## src/rtl/shbus_pkg.sv

```systemverilog
// Package shbus_pkg
// Shared types and encodings for the shared-bus processor: bus source
// indices, opcode values, controller states, datapath mux selects and the
// bundle of control lines the controller drives each cycle.
// Assumes a 4-bit opcode field at IR[15:12].
package shbus_pkg;

    // Number of units that can drive the internal bus, and their indices.
    localparam int BUS_N      = 4;
    localparam int BUS_PC     = 0;
    localparam int BUS_MDR    = 1;
    localparam int BUS_ALU    = 2;
    localparam int BUS_MARMUX = 3;

    // Opcode values in IR[15:12].
    localparam logic [3:0] OP_BR  = 4'h0;
    localparam logic [3:0] OP_ADD = 4'h1;
    localparam logic [3:0] OP_AND = 4'h5;
    localparam logic [3:0] OP_LDR = 4'h6;
    localparam logic [3:0] OP_STR = 4'h7;
    localparam logic [3:0] OP_NOT = 4'h9;

    typedef enum logic [3:0] {
        S_F1,       // PC onto bus, load MAR, increment PC
        S_F2,       // read strobe
        S_F3,       // memory word into MDR
        S_F4,       // MDR onto bus, load IR
        S_DEC,      // opcode decode
        S_BR,       // branch target evaluation
        S_EA,       // load/store address evaluation
        S_LD_RD,    // load: read strobe
        S_LD_MDR,   // load: memory word into MDR
        S_LD_WB,    // load: MDR to register and flags
        S_SW_MDR,   // store: source register into MDR
        S_SW_WR,    // store: write strobe
        S_EXE       // ALU operation and write-back
    } state_e;

    typedef enum logic [1:0] {ALU_ADD, ALU_AND, ALU_NOT, ALU_PASS} alu_op_e;
    typedef enum logic [1:0] {PC_INC, PC_ADDER, PC_BUS} pc_sel_e;
    typedef enum logic {MAR_ZEXT, MAR_ADDER} mar_sel_e;
    typedef enum logic {MDR_MEM, MDR_BUS} mdr_sel_e;
    typedef enum logic {A1_PC, A1_BASE} a1_sel_e;
    typedef enum logic {A2_OFF6, A2_OFF9} a2_sel_e;
    typedef enum logic {SR1_BASE, SR1_DST} sr1_sel_e;

    // Control lines produced by the controller in every state.
    typedef struct packed {
        logic [BUS_N-1:0] bus_en;
        logic             ld_mar;
        logic             ld_mdr;
        logic             ld_ir;
        logic             ld_pc;
        logic             ld_reg;
        logic             ld_cc;
        logic             mem_rd;
        logic             mem_wr;
        pc_sel_e          pc_sel;
        mar_sel_e         mar_sel;
        mdr_sel_e         mdr_sel;
        a1_sel_e          a1_sel;
        a2_sel_e          a2_sel;
        sr1_sel_e         sr1_sel;
        alu_op_e          alu_op;
    } ctl_t;

endpackage

```

## src/rtl/shbus_regfile.sv

```systemverilog
// Module shbus_regfile
// General-purpose register file: NREG words of DW bits, two combinational
// read ports and one synchronous write port. The contents are not reset;
// software must write a register before it reads it.
module shbus_regfile #(
    parameter int DW   = 16,
    parameter int NREG = 8,
    parameter int AW   = $clog2(NREG)
) (
    input  logic          clk,
    input  logic [AW-1:0] ra_a,
    input  logic [AW-1:0] ra_b,
    output logic [DW-1:0] rd_a,
    output logic [DW-1:0] rd_b,
    input  logic          we,
    input  logic [AW-1:0] wa,
    input  logic [DW-1:0] wd
);

    logic [DW-1:0] regs [NREG];

    // Write port: capture write data into the addressed register.
    always_ff @(posedge clk) begin
        if (we) begin
            regs[wa] <= wd;
        end
    end

    assign rd_a = regs[ra_a];
    assign rd_b = regs[ra_b];

endmodule

```

## src/rtl/shbus_alu.sv

```systemverilog
// Module shbus_alu
// Combinational ALU: add, bitwise AND, bitwise NOT of the first operand,
// and pass-through of the first operand (the path store data takes).
// Assumes two's-complement wrap-around; no carry or overflow output.
module shbus_alu import shbus_pkg::*; #(
    parameter int DW = 16
) (
    input  alu_op_e       op,
    input  logic [DW-1:0] a,
    input  logic [DW-1:0] b,
    output logic [DW-1:0] y
);

    // Operation select.
    always_comb begin
        case (op)
            ALU_ADD: y = a + b;
            ALU_AND: y = a & b;
            ALU_NOT: y = ~a;
            default: y = a;
        endcase
    end

endmodule

```

## src/rtl/shbus_ctrl.sv

```systemverilog
// Module shbus_ctrl
// Control state machine. It walks each instruction through fetch, decode,
// address evaluation, operand access, execute and write-back, and drives
// one bus source plus the register loads of each state. The opcode passes
// through a full one-hot decoder; opcodes with no meaning return to fetch.
// Assumes the memory returns read data one cycle after the read strobe.
module shbus_ctrl import shbus_pkg::*; #(
    parameter int OPW = 4
) (
    input  logic           clk,
    input  logic           rst_n,
    input  logic [OPW-1:0] opcode,
    input  logic [2:0]     br_mask,
    input  logic [2:0]     flags,
    output ctl_t           ctl
);

    localparam int NDEC = 1 << OPW;
    localparam logic [NDEC-1:0] KNOWN = NDEC'((1 << OP_BR) | (1 << OP_ADD) |
                                              (1 << OP_AND) | (1 << OP_LDR) |
                                              (1 << OP_STR) | (1 << OP_NOT));

    logic [NDEC-1:0] dec;
    logic            unknown;
    logic            br_take;
    state_e          st, st_nx;

    // One-hot opcode decoder.
    for (genvar g = 0; g < NDEC; g++) begin : g_dec
        assign dec[g] = (opcode == OPW'(g));
    end

    assign unknown = |(dec & ~KNOWN);
    assign br_take = |(br_mask & flags);

    // State register.
    always_ff @(posedge clk) begin
        if (!rst_n) begin
            st <= S_F1;
        end else begin
            st <= st_nx;
        end
    end

    // Per-state control lines and next state.
    always_comb begin
        ctl   = '0;
        st_nx = st;
        case (st)
            S_F1: begin
                ctl.bus_en[BUS_PC] = 1'b1;
                ctl.ld_mar         = 1'b1;
                ctl.ld_pc          = 1'b1;
                ctl.pc_sel         = PC_INC;
                st_nx              = S_F2;
            end
            S_F2: begin
                ctl.mem_rd = 1'b1;
                st_nx      = S_F3;
            end
            S_F3: begin
                ctl.ld_mdr  = 1'b1;
                ctl.mdr_sel = MDR_MEM;
                st_nx       = S_F4;
            end
            S_F4: begin
                ctl.bus_en[BUS_MDR] = 1'b1;
                ctl.ld_ir           = 1'b1;
                st_nx               = S_DEC;
            end
            S_DEC: begin
                if (unknown) begin
                    st_nx = S_F1;
                end else if (dec[OP_ADD] || dec[OP_AND] || dec[OP_NOT]) begin
                    st_nx = S_EXE;
                end else if (dec[OP_LDR] || dec[OP_STR]) begin
                    st_nx = S_EA;
                end else begin
                    st_nx = S_BR;
                end
            end
            S_BR: begin
                ctl.a1_sel = A1_PC;
                ctl.a2_sel = A2_OFF9;
                ctl.pc_sel = PC_ADDER;
                ctl.ld_pc  = br_take;
                st_nx      = S_F1;
            end
            S_EA: begin
                ctl.sr1_sel            = SR1_BASE;
                ctl.a1_sel             = A1_BASE;
                ctl.a2_sel             = A2_OFF6;
                ctl.mar_sel            = MAR_ADDER;
                ctl.bus_en[BUS_MARMUX] = 1'b1;
                ctl.ld_mar             = 1'b1;
                st_nx                  = dec[OP_LDR] ? S_LD_RD : S_SW_MDR;
            end
            S_LD_RD: begin
                ctl.mem_rd = 1'b1;
                st_nx      = S_LD_MDR;
            end
            S_LD_MDR: begin
                ctl.ld_mdr  = 1'b1;
                ctl.mdr_sel = MDR_MEM;
                st_nx       = S_LD_WB;
            end
            S_LD_WB: begin
                ctl.bus_en[BUS_MDR] = 1'b1;
                ctl.ld_reg          = 1'b1;
                ctl.ld_cc           = 1'b1;
                st_nx               = S_F1;
            end
            S_SW_MDR: begin
                ctl.sr1_sel         = SR1_DST;
                ctl.alu_op          = ALU_PASS;
                ctl.bus_en[BUS_ALU] = 1'b1;
                ctl.ld_mdr          = 1'b1;
                ctl.mdr_sel         = MDR_BUS;
                st_nx               = S_SW_WR;
            end
            S_SW_WR: begin
                ctl.mem_wr = 1'b1;
                st_nx      = S_F1;
            end
            S_EXE: begin
                ctl.sr1_sel         = SR1_BASE;
                ctl.alu_op          = dec[OP_ADD] ? ALU_ADD :
                                      dec[OP_AND] ? ALU_AND : ALU_NOT;
                ctl.bus_en[BUS_ALU] = 1'b1;
                ctl.ld_reg          = 1'b1;
                ctl.ld_cc           = 1'b1;
                st_nx               = S_F1;
            end
            default: st_nx = S_F1;
        endcase
    end

endmodule

```

## src/rtl/shbus_cpu.sv

```systemverilog
// Module shbus_cpu (top)
// Datapath of the shared-bus processor: PC, IR, MAR, MDR, flags, register
// file, ALU and address adder, joined by one internal bus that exactly one
// selected source drives (a one-hot AND-OR network in place of tri-state
// buffers). Memory is word-addressed and synchronous with one cycle of read
// latency. Instruction fields assume DW = 16.
module shbus_cpu import shbus_pkg::*; #(
    parameter int DW   = 16,
    parameter int NREG = 8
) (
    input  logic          clk,
    input  logic          rst_n,
    output logic [DW-1:0] mem_addr,
    output logic [DW-1:0] mem_wdata,
    input  logic [DW-1:0] mem_rdata,
    output logic          mem_rd,
    output logic          mem_wr
);

    localparam int RA_W = $clog2(NREG);
    localparam logic [2:0] CC_RESET = 3'b010;

    ctl_t            ctl;
    logic [DW-1:0]   pc, ir, mar, mdr;
    logic [2:0]      cc, cc_nx;
    logic [DW-1:0]   bus;
    logic [DW-1:0]   rd_a, rd_b, alu_b, alu_y;
    logic [DW-1:0]   imm5, off6, off9, zext8;
    logic [DW-1:0]   addr1, addr2, adder, marmux, pc_nx, mdr_nx;
    logic [RA_W-1:0] ra_a, ra_b, wa;
    logic [DW-1:0]   bus_src  [BUS_N];
    logic [DW-1:0]   bus_term [BUS_N];

    // Immediate and offset fields.
    assign imm5  = {{(DW-5){ir[4]}}, ir[4:0]};
    assign off6  = {{(DW-6){ir[5]}}, ir[5:0]};
    assign off9  = {{(DW-9){ir[8]}}, ir[8:0]};
    assign zext8 = {{(DW-8){1'b0}}, ir[7:0]};

    // Register file addressing.
    assign ra_a = (ctl.sr1_sel == SR1_DST) ? RA_W'(ir[11:9]) : RA_W'(ir[8:6]);
    assign ra_b = RA_W'(ir[2:0]);
    assign wa   = RA_W'(ir[11:9]);

    shbus_regfile #(.DW(DW), .NREG(NREG), .AW(RA_W)) rf_i (
        .clk  (clk),
        .ra_a (ra_a),
        .ra_b (ra_b),
        .rd_a (rd_a),
        .rd_b (rd_b),
        .we   (ctl.ld_reg),
        .wa   (wa),
        .wd   (bus)
    );

    assign alu_b = ir[5] ? imm5 : rd_b;

    shbus_alu #(.DW(DW)) alu_i (
        .op (ctl.alu_op),
        .a  (rd_a),
        .b  (alu_b),
        .y  (alu_y)
    );

    shbus_ctrl #(.OPW(4)) ctrl_i (
        .clk     (clk),
        .rst_n   (rst_n),
        .opcode  (ir[15:12]),
        .br_mask (ir[11:9]),
        .flags   (cc),
        .ctl     (ctl)
    );

    // Address adder and the MAR source mux.
    assign addr1  = (ctl.a1_sel == A1_BASE) ? rd_a : pc;
    assign addr2  = (ctl.a2_sel == A2_OFF9) ? off9 : off6;
    assign adder  = addr1 + addr2;
    assign marmux = (ctl.mar_sel == MAR_ZEXT) ? zext8 : adder;

    // Bus sources gated by their one-hot enables, then merged.
    assign bus_src[BUS_PC]     = pc;
    assign bus_src[BUS_MDR]    = mdr;
    assign bus_src[BUS_ALU]    = alu_y;
    assign bus_src[BUS_MARMUX] = marmux;

    for (genvar g = 0; g < BUS_N; g++) begin : g_bus
        assign bus_term[g] = bus_src[g] & {DW{ctl.bus_en[g]}};
    end

    // Merge of the gated bus drivers.
    always_comb begin
        bus = '0;
        for (int i = 0; i < BUS_N; i++) begin
            bus = bus | bus_term[i];
        end
    end

    // PC source mux.
    always_comb begin
        case (ctl.pc_sel)
            PC_ADDER: pc_nx = adder;
            PC_BUS:   pc_nx = bus;
            default:  pc_nx = pc + DW'(1);
        endcase
    end

    assign mdr_nx = (ctl.mdr_sel == MDR_BUS) ? bus : mem_rdata;

    // Flags from the bus value: {N, Z, P}.
    assign cc_nx = {bus[DW-1], (bus == '0), (!bus[DW-1] && (bus != '0))};

    // Program counter register.
    always_ff @(posedge clk) begin
        if (!rst_n) begin
            pc <= '0;
        end else if (ctl.ld_pc) begin
            pc <= pc_nx;
        end
    end

    // Instruction register.
    always_ff @(posedge clk) begin
        if (!rst_n) begin
            ir <= '0;
        end else if (ctl.ld_ir) begin
            ir <= bus;
        end
    end

    // Memory address register.
    always_ff @(posedge clk) begin
        if (!rst_n) begin
            mar <= '0;
        end else if (ctl.ld_mar) begin
            mar <= bus;
        end
    end

    // Memory data register.
    always_ff @(posedge clk) begin
        if (!rst_n) begin
            mdr <= '0;
        end else if (ctl.ld_mdr) begin
            mdr <= mdr_nx;
        end
    end

    // Condition flags register.
    always_ff @(posedge clk) begin
        if (!rst_n) begin
            cc <= CC_RESET;
        end else if (ctl.ld_cc) begin
            cc <= cc_nx;
        end
    end

    assign mem_addr  = mar;
    assign mem_wdata = mdr;
    assign mem_rd    = ctl.mem_rd;
    assign mem_wr    = ctl.mem_wr;

endmodule

```

## config.mk

```make
export PLATFORM = sky130hd
export DESIGN_NAME = shbus_cpu
export DESIGN_NICKNAME = d
export VERILOG_FILES = /design/src/rtl/shbus_pkg.sv /design/src/rtl/shbus_regfile.sv /design/src/rtl/shbus_alu.sv /design/src/rtl/shbus_ctrl.sv /design/src/rtl/shbus_cpu.sv
export SDC_FILE = /design/constraint.sdc
export NUM_CORES = 1
export LEC_CHECK = 0
export BUFFER_PORTS_ARGS = -buffer_cell sky130_fd_sc_hd__buf_2
export CORE_MARGIN = 4
export CORE_UTILIZATION = 30
export DETAILED_ROUTE_END_ITERATION = 10
export PLACE_DENSITY_LB_ADDON = 0.08
export SETUP_SLACK_MARGIN = 0.05
export SLEW_MARGIN = 10
export SYNTH_ARGS = -nofsm -noshare
export SYNTH_HDL_FRONTEND = slang
export SYNTH_SLANG_ARGS = --single-unit
```

## constraint.sdc

```tcl
create_clock -name clk -period 5.2 [get_ports clk]
set_clock_uncertainty 0.1 [all_clocks]
set_input_delay 1.04 -clock clk [delete_from_list [all_inputs] [get_ports clk]]
set_output_delay 1.04 -clock clk [all_outputs]
set_load 0.01 [all_outputs]
```

==> impl_results.md <==
- Post-CTS Hold Buffers: 0
- Status: completed
- Hold/Removal Path Class: flop to flop
- Capturing point of the worst reg2reg path: cc[0]$_SDFFE_PN0P_
- CTS Buffer Depth: 3
- Site Rows: 73
- Crit Path Max Fanout: 9
- Critical hold path startpoint: mem_addr[2]$_SDFFE_PN0P_
- FF+latch count, synth: 202
- Fin cells: 1945
- Number of synthesized flops with an enable pin: 128
- HPWL after detailed placement: 33600 um
- Power density cells: 285 nW/um^2
- Clock buffer count from CTS: 25
- Tmin final: 5000 ps
- Via/cell ratio: 5.44
- Slowest-stage cell, CP: a2111oi_0
- CTS sink count: 202
- Worst reg2reg path depth: 22
- Io pins: 52
- Final #Nets: 1454
- Top area cells in the synthesized netlist: edfxtp_1 31%, dfxtp_1 12%, mux4_2 7.3%
- Fmax: 200 MHz
- Leading area contributor after synthesis: edfxtp_1
- Max_cap viols: 0
- Post-Syn Area: 12300 um^2
- Vias in the first global route: 10500
- Period utilisation layout: 0.961
- Clock power frac: 0.431
- DR pass1 iterations: 5
- Pins Over Slew Limit: 0
- Synth unique cells: 80
- Count leader, synth: nand2_1
- Core Area: 40100 um^2
- Clock latency on the worst-skew pair: 550 ps
- Die area: 44200 um^2
- Most frequent CP cell: buf_4
- Final ANT Viol Nets: 0
- Fillers: 3931
- Syn_area_per_cell: 9.90 um^2
- Syn Nets: 1290
- Clk slew on worst S/H paths: 60 ps
- Register area: 5330 um^2
- Critical R2R Launch: ctrl_i.st[3]$_SDFF_PN0_
- WHS Path Cells: 2
- Post-Syn Instances: 1238
- CP Cell Sequence: buf_4, nand4bb_4, buf_12, a22o_4, buf_4, a2111oi_0, or4_4, buf_4, inv_2, ha_1, and3_1, a221oi_2, buf_4, a2111o_1, nand3_1, or3b_2, a221oi_2, a211oi_2, inv_1, nor4_2, nand4bb_1, a41o_1
- Area share of the largest cell type after synthesis: 0.314
- Grt total ovfl: 0
- Relative slew slack: 0.220
- Total GRT Usage: 0.199
- Startpoint types: flop
- Final setup fails: 0
- NetSw: 0.00116 W
- Largest net degree at the start of global routing: 57
- Antenna violations before repair: 0
- CP peak stage delay: 450 ps
- Initial core utilization: 0.306
- Final WL: 45700 um
- Flop2flop setup slack: 200 ps
- Cell internal pwr: 0.00324 W
- Ys flop type: edfxtp_1
- RSZ-0062 raised after global routing: yes
- Die height: 210 um
- Worst setup EP type: flop
- Root buffer cell: clkbuf_16
- Async S/R FF share, synth: 0
- Area grow syn2layout: 26.0%
- Most frequent cells after synthesis: 148 x nand2_1, 128 x edfxtp_1, 113 x nor2_1
- First-pass GRT wire length: 67100 um
- TritonCTS clock tree: done
- IO Port Bufs: 51
- Post-placement cell count: 1884
- Multi-input combinational cell area: 6740 um^2
- Flop pwr share: 0.403
- Combinational power share: 0.166
- CTS H-Tree Depth: 1
- Proportion of synthesized chip area in sequential cells: 0.434
- Net Sw Frac: 0.263
- VDD IR max: 0.218 mV
- Critical setup path kind: flop to flop
- Leakage: 5.70 nW
- Detailed Route Iter0 Violations: 837
- Yosys warnings: 0
- Tightest Pin Transition: 1170 ps
- Critical Path AT: 5340 ps
- Share of cells above drive strength 1: 0.286
- Final GP Congestion: 0.877
- Horiz. Die Dim: 210 um
- Final Hold Viols: 0
- WL/cell: 23.5 um
- Setup TNS: 0 ps
- Remaining DRCs: 0
- DR vias: 10600
- Worst Hold End: mem_addr[2]$_SDFFE_PN0P_
- Crit path required time: 5540 ps
- ANT cells: 0
state kept, by name, summed over array words and instances, names as in the netlist, named ones only:
signal     cells
rf_i.regs    128
ir            16
mem_addr      16
mem_wdata     16
pc            16
ctrl_i.st      4
cc             3
stage by stage:
| step | total power (W) | setup WS [ps] | util | cell area [um^2] | hold slack, ps |
|---|---|---|---|---|---|
| after detailed placement | 0.00250 | -334 | 0.351 | 14100 | 349 |
| after floorplan | 0.00221 | 494 | - | 12300 | 354 |
| after global routing | 0.00459 | -2.22 | 0.385 | 15400 | 370 |
| after CTS | 0.00443 | 52.3 | 0.375 | 15000 | 359 |
| final | 0.00440 | 203 | 0.385 | 15400 | 357 |
| after global placement | 0.00250 | -249 | 0.351 | 14100 | 343 |
critical path: cells and delay by family (launching register included):
family	cells	cell delay, ps
AO/OA/AOI/OAI	7	1810
flip-flops	1	380
AND/OR/NAND/NOR	7	1320
adder cells (fa/ha/maj)	1	340
buffers and inverters	7	900
per-layer routing:
layer  vias to the layer above  track usage  wire length (um)
met2                       287        0.340             22000
met3                        63       0.0301              2440
li1                       5023            -                 -
met4                         0       0.0590              1340
met5                         -            0                 0
met1                      5214        0.263             19900
timing repair:
action / 4_1_cts / 5_1_grt
gates resized for setup: 12 / 73
setup buffers: 1 / 14
gates cloned: 0 / 2
pin swaps: 4 / 26
endpoints found under the setup margin: 20 / 52
power by group through the flow:
stage	Sequential, W	Clock (W)	Combinational [W]
2_1_floorplan	0.00180	0	0.000407
3_3_place_gp	0.00180	0	0.000694
3_5_place_dp	0.00181	0	0.000692
4_1_cts	0.00177	0.00195	0.000704
5_1_grt	0.00178	0.00201	0.000796
6_report	0.00177	0.00190	0.000732
logic make-up (layout without fill, tap and decap cells):
logic type               count (synthesis)  count (layout)  share of synthesized area
AND/OR/NAND/NOR                        401             401                      0.155
buffers and inverters                  130             311                     0.0457
multiplexers                            74              74                      0.105
AO/OA/AOI/OAI                          367             368                      0.203
flip-flops                             202             202                      0.434
XOR/XNOR                                30              30                     0.0214
adder cells (fa/ha/maj)                 34              34                     0.0359
placed cells by master, fill, tap and decap left out, types with 13 or more instances in the layout:
cell,count
mux4_2,40
nor2_1,110
ha_1,30
nor2b_1,16
o21ai_0,67
nand2_1,144
a221oi_1,17
edfxtp_1,128
nand2b_1,16
buf_2,51
nand3_1,16
nor3_1,18
buf_4,164
mux2i_1,20
a21oi_1,91
o211ai_1,16
a211oi_1,41
dfxtp_1,70
a221oi_2,13
inv_1,37
xnor2_1,18
clkbuf_16,26
how the worst max path moves through the flow:
| stage | cells after the start | from | slack, ps | endpoint |
|---|---|---|---|---|
| finish | 22 | ctrl_i.st[3]$_SDFF_PN0_ | 200 | cc[0]$_SDFFE_PN0P_ |
| global route | 19 | ctrl_i.st[0]$_SDFF_PN0_ | -2 | cc[0]$_SDFFE_PN0P_ |
| CTS | 22 | ctrl_i.st[3]$_SDFF_PN0_ | 50 | cc[0]$_SDFFE_PN0P_ |
| detailed placement | 18 | ctrl_i.st[1]$_SDFF_PN0_ | -330 | cc[0]$_SDFFE_PN0P_ |
| global placement | 18 | ctrl_i.st[1]$_SDFF_PN0_ | -250 | cc[0]$_SDFFE_PN0P_ |
| floorplan | 19 | ctrl_i.st[2]$_SDFF_PN0_ | 490 | cc[1]$_SDFFE_PN1P_ |
final cells by class:
type | instances | area share
Sequential cell | 202 | 0.345
Tap cell | 525 | 0.0425
Multi-Input combinational cell | 907 | 0.437
Clock buffer | 33 | 0.0438
Inverter | 41 | 0.0102
Timing Repair Buffer | 225 | 0.108
Clock inverter | 12 | 0.0136
No activity file was read; power rests on OpenSTA's default activity.
